**config.mk**
```make
export PLATFORM = sky130hd
export DESIGN_NAME = coef_cmd_sequencer
export DESIGN_NICKNAME = d
export VERILOG_FILES = /design/src/rtl/coef_cmd_pkg.sv /design/src/rtl/load_addr_counter.sv /design/src/rtl/coef_write_stage.sv /design/src/rtl/param_capture_regs.sv /design/src/rtl/coef_cmd_sequencer.sv
export SDC_FILE = /design/constraint.sdc
export NUM_CORES = 1
export LEC_CHECK = 0
export BUFFER_PORTS_ARGS = -buffer_cell sky130_fd_sc_hd__buf_2
export CELL_PAD_IN_SITES_DETAIL_PLACEMENT = 1
export CELL_PAD_IN_SITES_GLOBAL_PLACEMENT = 1
export CORE_MARGIN = 3
export CORE_UTILIZATION = 39
export CTS_BUF_LIST = sky130_fd_sc_hd__clkbuf_2 sky130_fd_sc_hd__clkbuf_4 sky130_fd_sc_hd__clkbuf_8
export DETAILED_ROUTE_END_ITERATION = 8
export PLACE_DENSITY_LB_ADDON = 0.1
export SYNTH_ARGS = -nofsm -noshare
export SYNTH_HDL_FRONTEND = slang
export SYNTH_SLANG_ARGS = --single-unit
```
**constraint.sdc**
```tcl
create_clock -name clk -period 3.9 [get_ports clk]
set_clock_uncertainty 0.15 [all_clocks]
set_input_delay 0 -clock clk [delete_from_list [all_inputs] [get_ports clk]]
set_output_delay 0 -clock clk [all_outputs]
set_load 0.02 [all_outputs]
```
**src/rtl/coef_cmd_pkg.sv**
```systemverilog
package coef_cmd_pkg;

    typedef enum logic [2:0] {
        ST_IDLE,
        ST_LOAD,
        ST_AZIM,
        ST_ELEV,
        ST_FIRE
    } cmd_state_e;

    localparam int PRM_AZIM   = 0;
    localparam int PRM_ELEV   = 1;
    localparam int NUM_PARAMS = 2;

endpackage

```
**src/rtl/load_addr_counter.sv**
```systemverilog
module load_addr_counter #(
    parameter int LIMIT = 250000,
    parameter int AW    = 18
) (
    input  logic          clk,
    input  logic          rst,
    input  logic          clr,
    input  logic          inc,
    output logic [AW-1:0] cnt,
    output logic          at_last
);

    localparam logic [AW-1:0] LAST_IDX = AW'(LIMIT - 1);

    always_ff @(posedge clk) begin
        if (rst || clr) begin
            cnt <= '0;
        end else if (inc) begin
            cnt <= cnt + 1'b1;
        end
    end

    assign at_last = (cnt == LAST_IDX);

    // each write moves the address on by exactly one
    p_addr_step_r6: assert property (@(posedge clk) disable iff (rst)
        (inc && !clr) |=> (cnt == AW'($past(cnt) + 1'b1)));

    // reset clears the counter
    p_cnt_reset_r9: assert property (@(posedge clk)
        rst |=> (cnt == '0));

endmodule

```
**src/rtl/coef_write_stage.sv**
```systemverilog
module coef_write_stage #(
    parameter int DW = 16
) (
    input  logic          clk,
    input  logic          rst,
    input  logic          active,
    input  logic          in_vld,
    input  logic [DW-1:0] in_dat,
    input  logic          mem_rdy,
    input  logic          last_slot,
    output logic          we,
    output logic [DW-1:0] out_dat
);

    logic          pend_v;
    logic [DW-1:0] pend_dat;
    logic          take;

    assign we   = active && pend_v && mem_rdy;
    assign take = active && in_vld && (!pend_v || we) && !(we && last_slot);

    always_ff @(posedge clk) begin
        if (rst || !active) begin
            pend_v <= 1'b0;
        end else if (take) begin
            pend_v <= 1'b1;
        end else if (we) begin
            pend_v <= 1'b0;
        end
    end

    always_ff @(posedge clk) begin
        if (take) begin
            pend_dat <= in_dat;
        end
    end

    assign out_dat = pend_dat;

    // a blocked word stays put, later arrivals do not overwrite it
    p_hold_blocked_r7: assert property (@(posedge clk) disable iff (rst)
        (active && pend_v && !mem_rdy) |=> (!active || (pend_v && $stable(pend_dat))));

    // a write strobe always has a held word behind it
    p_we_has_word_r7: assert property (@(posedge clk) disable iff (rst)
        we |-> (pend_v && mem_rdy));

endmodule

```
**src/rtl/param_capture_regs.sv**
```systemverilog
module param_capture_regs #(
    parameter int DW = 16,
    parameter int N  = 2
) (
    input  logic                 clk,
    input  logic                 rst,
    input  logic [N-1:0]         wr_sel,
    input  logic [DW-1:0]        wr_dat,
    output logic [N-1:0][DW-1:0] vals
);

    for (genvar g = 0; g < N; g++) begin : g_slot
        always_ff @(posedge clk) begin
            if (rst) begin
                vals[g] <= '0;
            end else if (wr_sel[g]) begin
                vals[g] <= wr_dat;
            end
        end

        // a slot changes only when selected
        p_slot_keep_r3: assert property (@(posedge clk) disable iff (rst)
            !wr_sel[g] |=> $stable(vals[g]));
    end

    p_sel_onehot_r4: assert property (@(posedge clk) disable iff (rst)
        $onehot0(wr_sel));

endmodule

```
**src/rtl/coef_cmd_sequencer.sv**
```systemverilog
module coef_cmd_sequencer
    import coef_cmd_pkg::*;
#(
    parameter int WORD_W     = 16,
    parameter int LOAD_COUNT = 250000,
    parameter int ADDR_W     = $clog2(LOAD_COUNT),
    parameter logic [WORD_W-1:0] OP_LOAD = 'h0000,
    parameter logic [WORD_W-1:0] OP_POS  = 'h0001
) (
    input  logic              clk,
    input  logic              rst,
    input  logic              word_vld,
    input  logic [WORD_W-1:0] word_dat,
    input  logic              mem_rdy,
    output logic              mem_we,
    output logic [ADDR_W-1:0] mem_addr,
    output logic [WORD_W-1:0] mem_dat,
    output logic [WORD_W-1:0] azim,
    output logic [WORD_W-1:0] elev,
    output logic              upd_pulse
);

    cmd_state_e state_q, state_d;

    logic                           load_active;
    logic                           cnt_clr;
    logic                           at_last;
    logic [NUM_PARAMS-1:0]          cap_sel;
    logic [NUM_PARAMS-1:0][WORD_W-1:0] cap_vals;

    // state register
    always_ff @(posedge clk) begin
        if (rst) begin
            state_q <= ST_IDLE;
        end else begin
            state_q <= state_d;
        end
    end

    // next state
    always_comb begin
        state_d = state_q;
        unique case (state_q)
            ST_IDLE: begin
                if (word_vld && word_dat == OP_LOAD) begin
                    state_d = ST_LOAD;
                end else if (word_vld && word_dat == OP_POS) begin
                    state_d = ST_AZIM;
                end
            end
            ST_LOAD: if (mem_we && at_last) state_d = ST_IDLE;
            ST_AZIM: if (word_vld) state_d = ST_ELEV;
            ST_ELEV: if (word_vld) state_d = ST_FIRE;
            ST_FIRE: state_d = ST_IDLE;
            default: state_d = ST_IDLE;
        endcase
    end

    // state-decoded outputs
    always_comb begin
        load_active = 1'b0;
        cnt_clr     = 1'b0;
        cap_sel     = '0;
        upd_pulse   = 1'b0;
        unique case (state_q)
            ST_IDLE: cnt_clr = 1'b1;
            ST_LOAD: load_active = 1'b1;
            ST_AZIM: cap_sel[PRM_AZIM] = word_vld;
            ST_ELEV: cap_sel[PRM_ELEV] = word_vld;
            ST_FIRE: upd_pulse = 1'b1;
            default: cnt_clr = 1'b1;
        endcase
    end

    load_addr_counter #(
        .LIMIT (LOAD_COUNT),
        .AW    (ADDR_W)
    ) addr_cnt_i (
        .clk     (clk),
        .rst     (rst),
        .clr     (cnt_clr),
        .inc     (mem_we),
        .cnt     (mem_addr),
        .at_last (at_last)
    );

    coef_write_stage #(
        .DW (WORD_W)
    ) wr_stage_i (
        .clk       (clk),
        .rst       (rst),
        .active    (load_active),
        .in_vld    (word_vld),
        .in_dat    (word_dat),
        .mem_rdy   (mem_rdy),
        .last_slot (at_last),
        .we        (mem_we),
        .out_dat   (mem_dat)
    );

    param_capture_regs #(
        .DW (WORD_W),
        .N  (NUM_PARAMS)
    ) cap_regs_i (
        .clk    (clk),
        .rst    (rst),
        .wr_sel (cap_sel),
        .wr_dat (word_dat),
        .vals   (cap_vals)
    );

    assign azim = cap_vals[PRM_AZIM];
    assign elev = cap_vals[PRM_ELEV];

    // words other than the two opcodes leave idle unchanged
    p_idle_ignore_r1: assert property (@(posedge clk) disable iff (rst)
        (state_q == ST_IDLE && word_vld && word_dat != OP_LOAD && word_dat != OP_POS)
        |=> (state_q == ST_IDLE && !mem_we));

    // final coefficient write ends the load
    p_load_exit_r2: assert property (@(posedge clk) disable iff (rst)
        (state_q == ST_LOAD && mem_we && at_last) |=> (state_q == ST_IDLE));

    // pulse is a single cycle and follows the elevation word
    p_pulse_single_r5: assert property (@(posedge clk) disable iff (rst)
        upd_pulse |=> !upd_pulse);

    p_pulse_after_elev_r5: assert property (@(posedge clk) disable iff (rst)
        $rose(upd_pulse) |-> ($past(state_q) == ST_ELEV && $past(word_vld)));

    // no write outside load mode
    p_we_in_load_r7: assert property (@(posedge clk) disable iff (rst)
        mem_we |-> (state_q == ST_LOAD && mem_rdy));

    // reset lands in idle
    p_reset_idle_r9: assert property (@(posedge clk)
        rst |=> (state_q == ST_IDLE && !upd_pulse));

endmodule

```
==> flow_summary.yaml <==
sta:
  fin_crit_ns: 2.65
  fmax_mhz: 377
  finalHoldViolCount: 0
  post-route-period-util: 0.681
  worstMarginPinSlew_ns: 1.07
  slew_viol_final: 0
  grt_setup_unrepaired: "false"
  max-slew-margin-rel: 0.281
  tns_ns: 0
  setup_viol: 0
layout:
  layout-drive-gt1-share: 0.268
  fillCellCount: 837
  multi_input_area_um2: 1120
  final_util: 0.533
  regArea_um2: 1560
  antenna_cells: 0
  area_growth_pct: 31.3
  nets: 423
logic_synthesis:
  synth_fp_nets: 325
  syn_area_um2: 2770
  synth.most_common_cell: "nand2_1"
  ys_seq_elements: 70
  synth_area_per_cell_um2: 9.12
  synth_flop_cell: "dfxtp_1"
  yosysWarnings: 0
  syn_inst: 304
  synth_top_cell_area_share: 0.390
  synth_seq_area_share: 0.563
  synth.largest_area_cell: "dfxtp_1"
  synth_edf_count: 16
  netlist-cell-type-count: 38
  synth.area.top_cells: "dfxtp_1 (39%), edfxtp_1 (17%), nand2_1 (10%)"
  async_flop_share: 0
  synthTopCellsByCount: "nand2_1 (76), dfxtp_1 (54), a21oi_1 (42)"
clocking:
  cts_buffers: 9
  post-cts-setup-buffers: 0
  clock_latency_ns: 0.34
  cts_tree: "yes"
  hold_buffers: 18
  htreeDepth: 3
  cts_root_buf: "clkbuf_8"
  clock_sinks: 70
  ctsResizeCount: 0
  clkTransAtPathRegs_ns: 0.08
  clk_path_buf_depth: 2
global_route:
  busiest_layer: "met2"
  antenna_found_initial: 0
  grtUsageMet1: 0.270
  grtUsageMet2: 0.321
  grt_usage: 0.202
  globalRouteOverflowTotal: 0
  grt_max_degree: 38
  grt_pass1_vias: 2667
  grtUsageMet3: 0.0483
  grt_pass1_wl_um: 13300
worst_setup_path:
  cp_slowest_cell: "dlygate4sd3_1"
  critical-path-max-stage-delay_ns: 0.57
  criticalPathCategory: "flip-flop to flip-flop"
  crit_required_ns: 3.98
  crit_arrival_ns: 2.73
  cp_top_family: "compound AO/OA/AOI/OAI gates"
  cp_num_buf_inv: 1
  cp_cell_sequence: "ha_1 > nand2_1 > or2_2 > o41ai_1 > a21oi_1 > dlygate4sd3_1"
  path_max_fanout: 6
  crit_path_end_kind: "flip-flop"
  start_kind: "flip-flop"
route:
  wl_per_cell_um: 16.0
  drc: 0
  drt-total-wl_um: 8030
  ant_nets: 0
  drt_pass1_iterations: 4
  dr.first_iter.drc_count: 90
  viasPerCell: 5.16
  num_vias: 2593
power:
  p_sw_frac: 0.226
  switchingPower_w: 0.000310
  seqPwrFrac: 0.538
  ir_worst_vdd_uv: 223
  p_int_w: 0.00107
  clock_power_share: 0.432
  pwr-share-comb: 0.030
  p_leak_nw: 1.35
  p_per_area_nw_per_um2: 378
floorplan:
  die_y_um: 90.3
  start_util: 0.406
  ioPinCount: 88
  dieArea_um2: 8160
  rows: 30
  die_w_um: 90.3
  design.core.area_um2: 6830
placed_design:
  numPortBuffers: 87
  gp_congestion: 0.747
  hpwlAfterDp_um: 5390
run:
  cap_violations: 0
status:
  outcome: "complete, no violations"
hold_path:
  worst_hold_path_type: "input port to flip-flop"
[per-stage QoR]
step | instance area [µm²] | instances | hold WS [ns] | worst slack (ns) | total power (W)
6_report | 3640 | 503 | 0.0172 | 1.25 | 0.00138
4_1_cts | 3640 | 503 | 0.00694 | 1.26 | 0.00139
3_5_place_dp | 3260 | 469 | 0.0785 | 1.30 | 0.000785
5_1_grt | 3640 | 503 | 0.0660 | 1.04 | 0.00142
3_3_place_gp | 3260 | 469 | 0.0815 | 1.37 | 0.000785
2_1_floorplan | 2770 | 304 | -0.0511 | 1.06 | 0.000764
[registers in the layout, summed over array words and instances, names as in the netlist]
name / flops
wr_stage_i.pend_v: 1
state_q: 3
addr_cnt_i.cnt: 18
cap_regs_i.vals: 32
wr_stage_i.out_dat: 16
[cell usage in the layout (no fill, tap or decap), types with 2 or more instances in the layout]
master / n
nand3_1: 6
or4_1: 8
nor4b_1: 2
dfxtp_1: 54
xnor2_1: 8
and4_1: 2
inv_1: 5
edfxtp_1: 16
or3_1: 6
dlygate4sd3_1: 18
nor4_1: 9
o31ai_1: 6
nor3_1: 6
a21oi_1: 42
or3b_1: 2
nand2_1: 76
nor2_1: 12
nor3_2: 2
or2_2: 2
clkinvlp_4: 3
clkbuf_8: 9
buf_2: 87
nand4_1: 4
a21o_1: 2
[power by group through the flow]
stage	Combinational (W)	Clock, W	Sequential, W
floorplan	0.00000741	0	0.000757
global placement	0.0000284	0	0.000756
detailed placement	0.0000283	0	0.000756
CTS	0.0000415	0.000606	0.000740
global route	0.0000459	0.000637	0.000739
finish	0.0000415	0.000595	0.000740
[tightest hold or removal path, delay by kind of cell]
| family | cells | cell delay, ns |
|---|---|---|
| and+or+nand+nor | 1 | 0.06 |
| AOI/OAI and AO/OA | 2 | 0.26 |
| buffers and inverters | 1 | 0.14 |
[final timing paths]
path / start / to / slack [ns] / cells past startpoint
worst min register to register: cap_regs_i.vals[6]$_SDFFE_PP0P_ / cap_regs_i.vals[6]$_SDFFE_PP0P_ / 0.30 / 2
worst min-delay path: word_vld / state_q[1]$_SDFFE_PP0P_ / 0.02 / 4
worst max-delay path: addr_cnt_i.cnt[0]$_SDFFE_PP0P_ / wr_stage_i.pend_v$_SDFFE_PP0P_ / 1.25 / 6
worst max register to register: addr_cnt_i.cnt[0]$_SDFFE_PP0P_ / wr_stage_i.pend_v$_SDFFE_PP0P_ / 1.25 / 6
[kinds of logic after synthesis]
| logic type | count (synthesis) | share of synthesized area |
|---|---|---|
| AND/OR/NAND/NOR | 141 | 0.242 |
| multiplexers | 1 | 0.00406 |
| adder cells (fa/ha/maj) | 1 | 0.00451 |
| XOR/XNOR | 9 | 0.0284 |
| AO/OA/AOI/OAI | 58 | 0.118 |
| flip-flops | 70 | 0.563 |
| buffers and inverters | 24 | 0.0397 |
[layout make-up]
| type | count | share of cell area |
|---|---|---|
| Sequential cell | 70 | 0.429 |
| Multi-Input combinational cell | 210 | 0.307 |
| Timing Repair Buffer | 106 | 0.171 |
| Clock buffer | 10 | 0.0361 |
| Tap cell | 96 | 0.0330 |
| Clock inverter | 6 | 0.0192 |
| Inverter | 5 | 0.00515 |
[routing by layer]
metal,vias up,part of all wire
met3,8,0.045
met4,0,0.012
met5,-,0
met1,1257,0.48
met2,61,0.46
li1,1267,-
No activity file was read; power rests on OpenSTA's default activity.
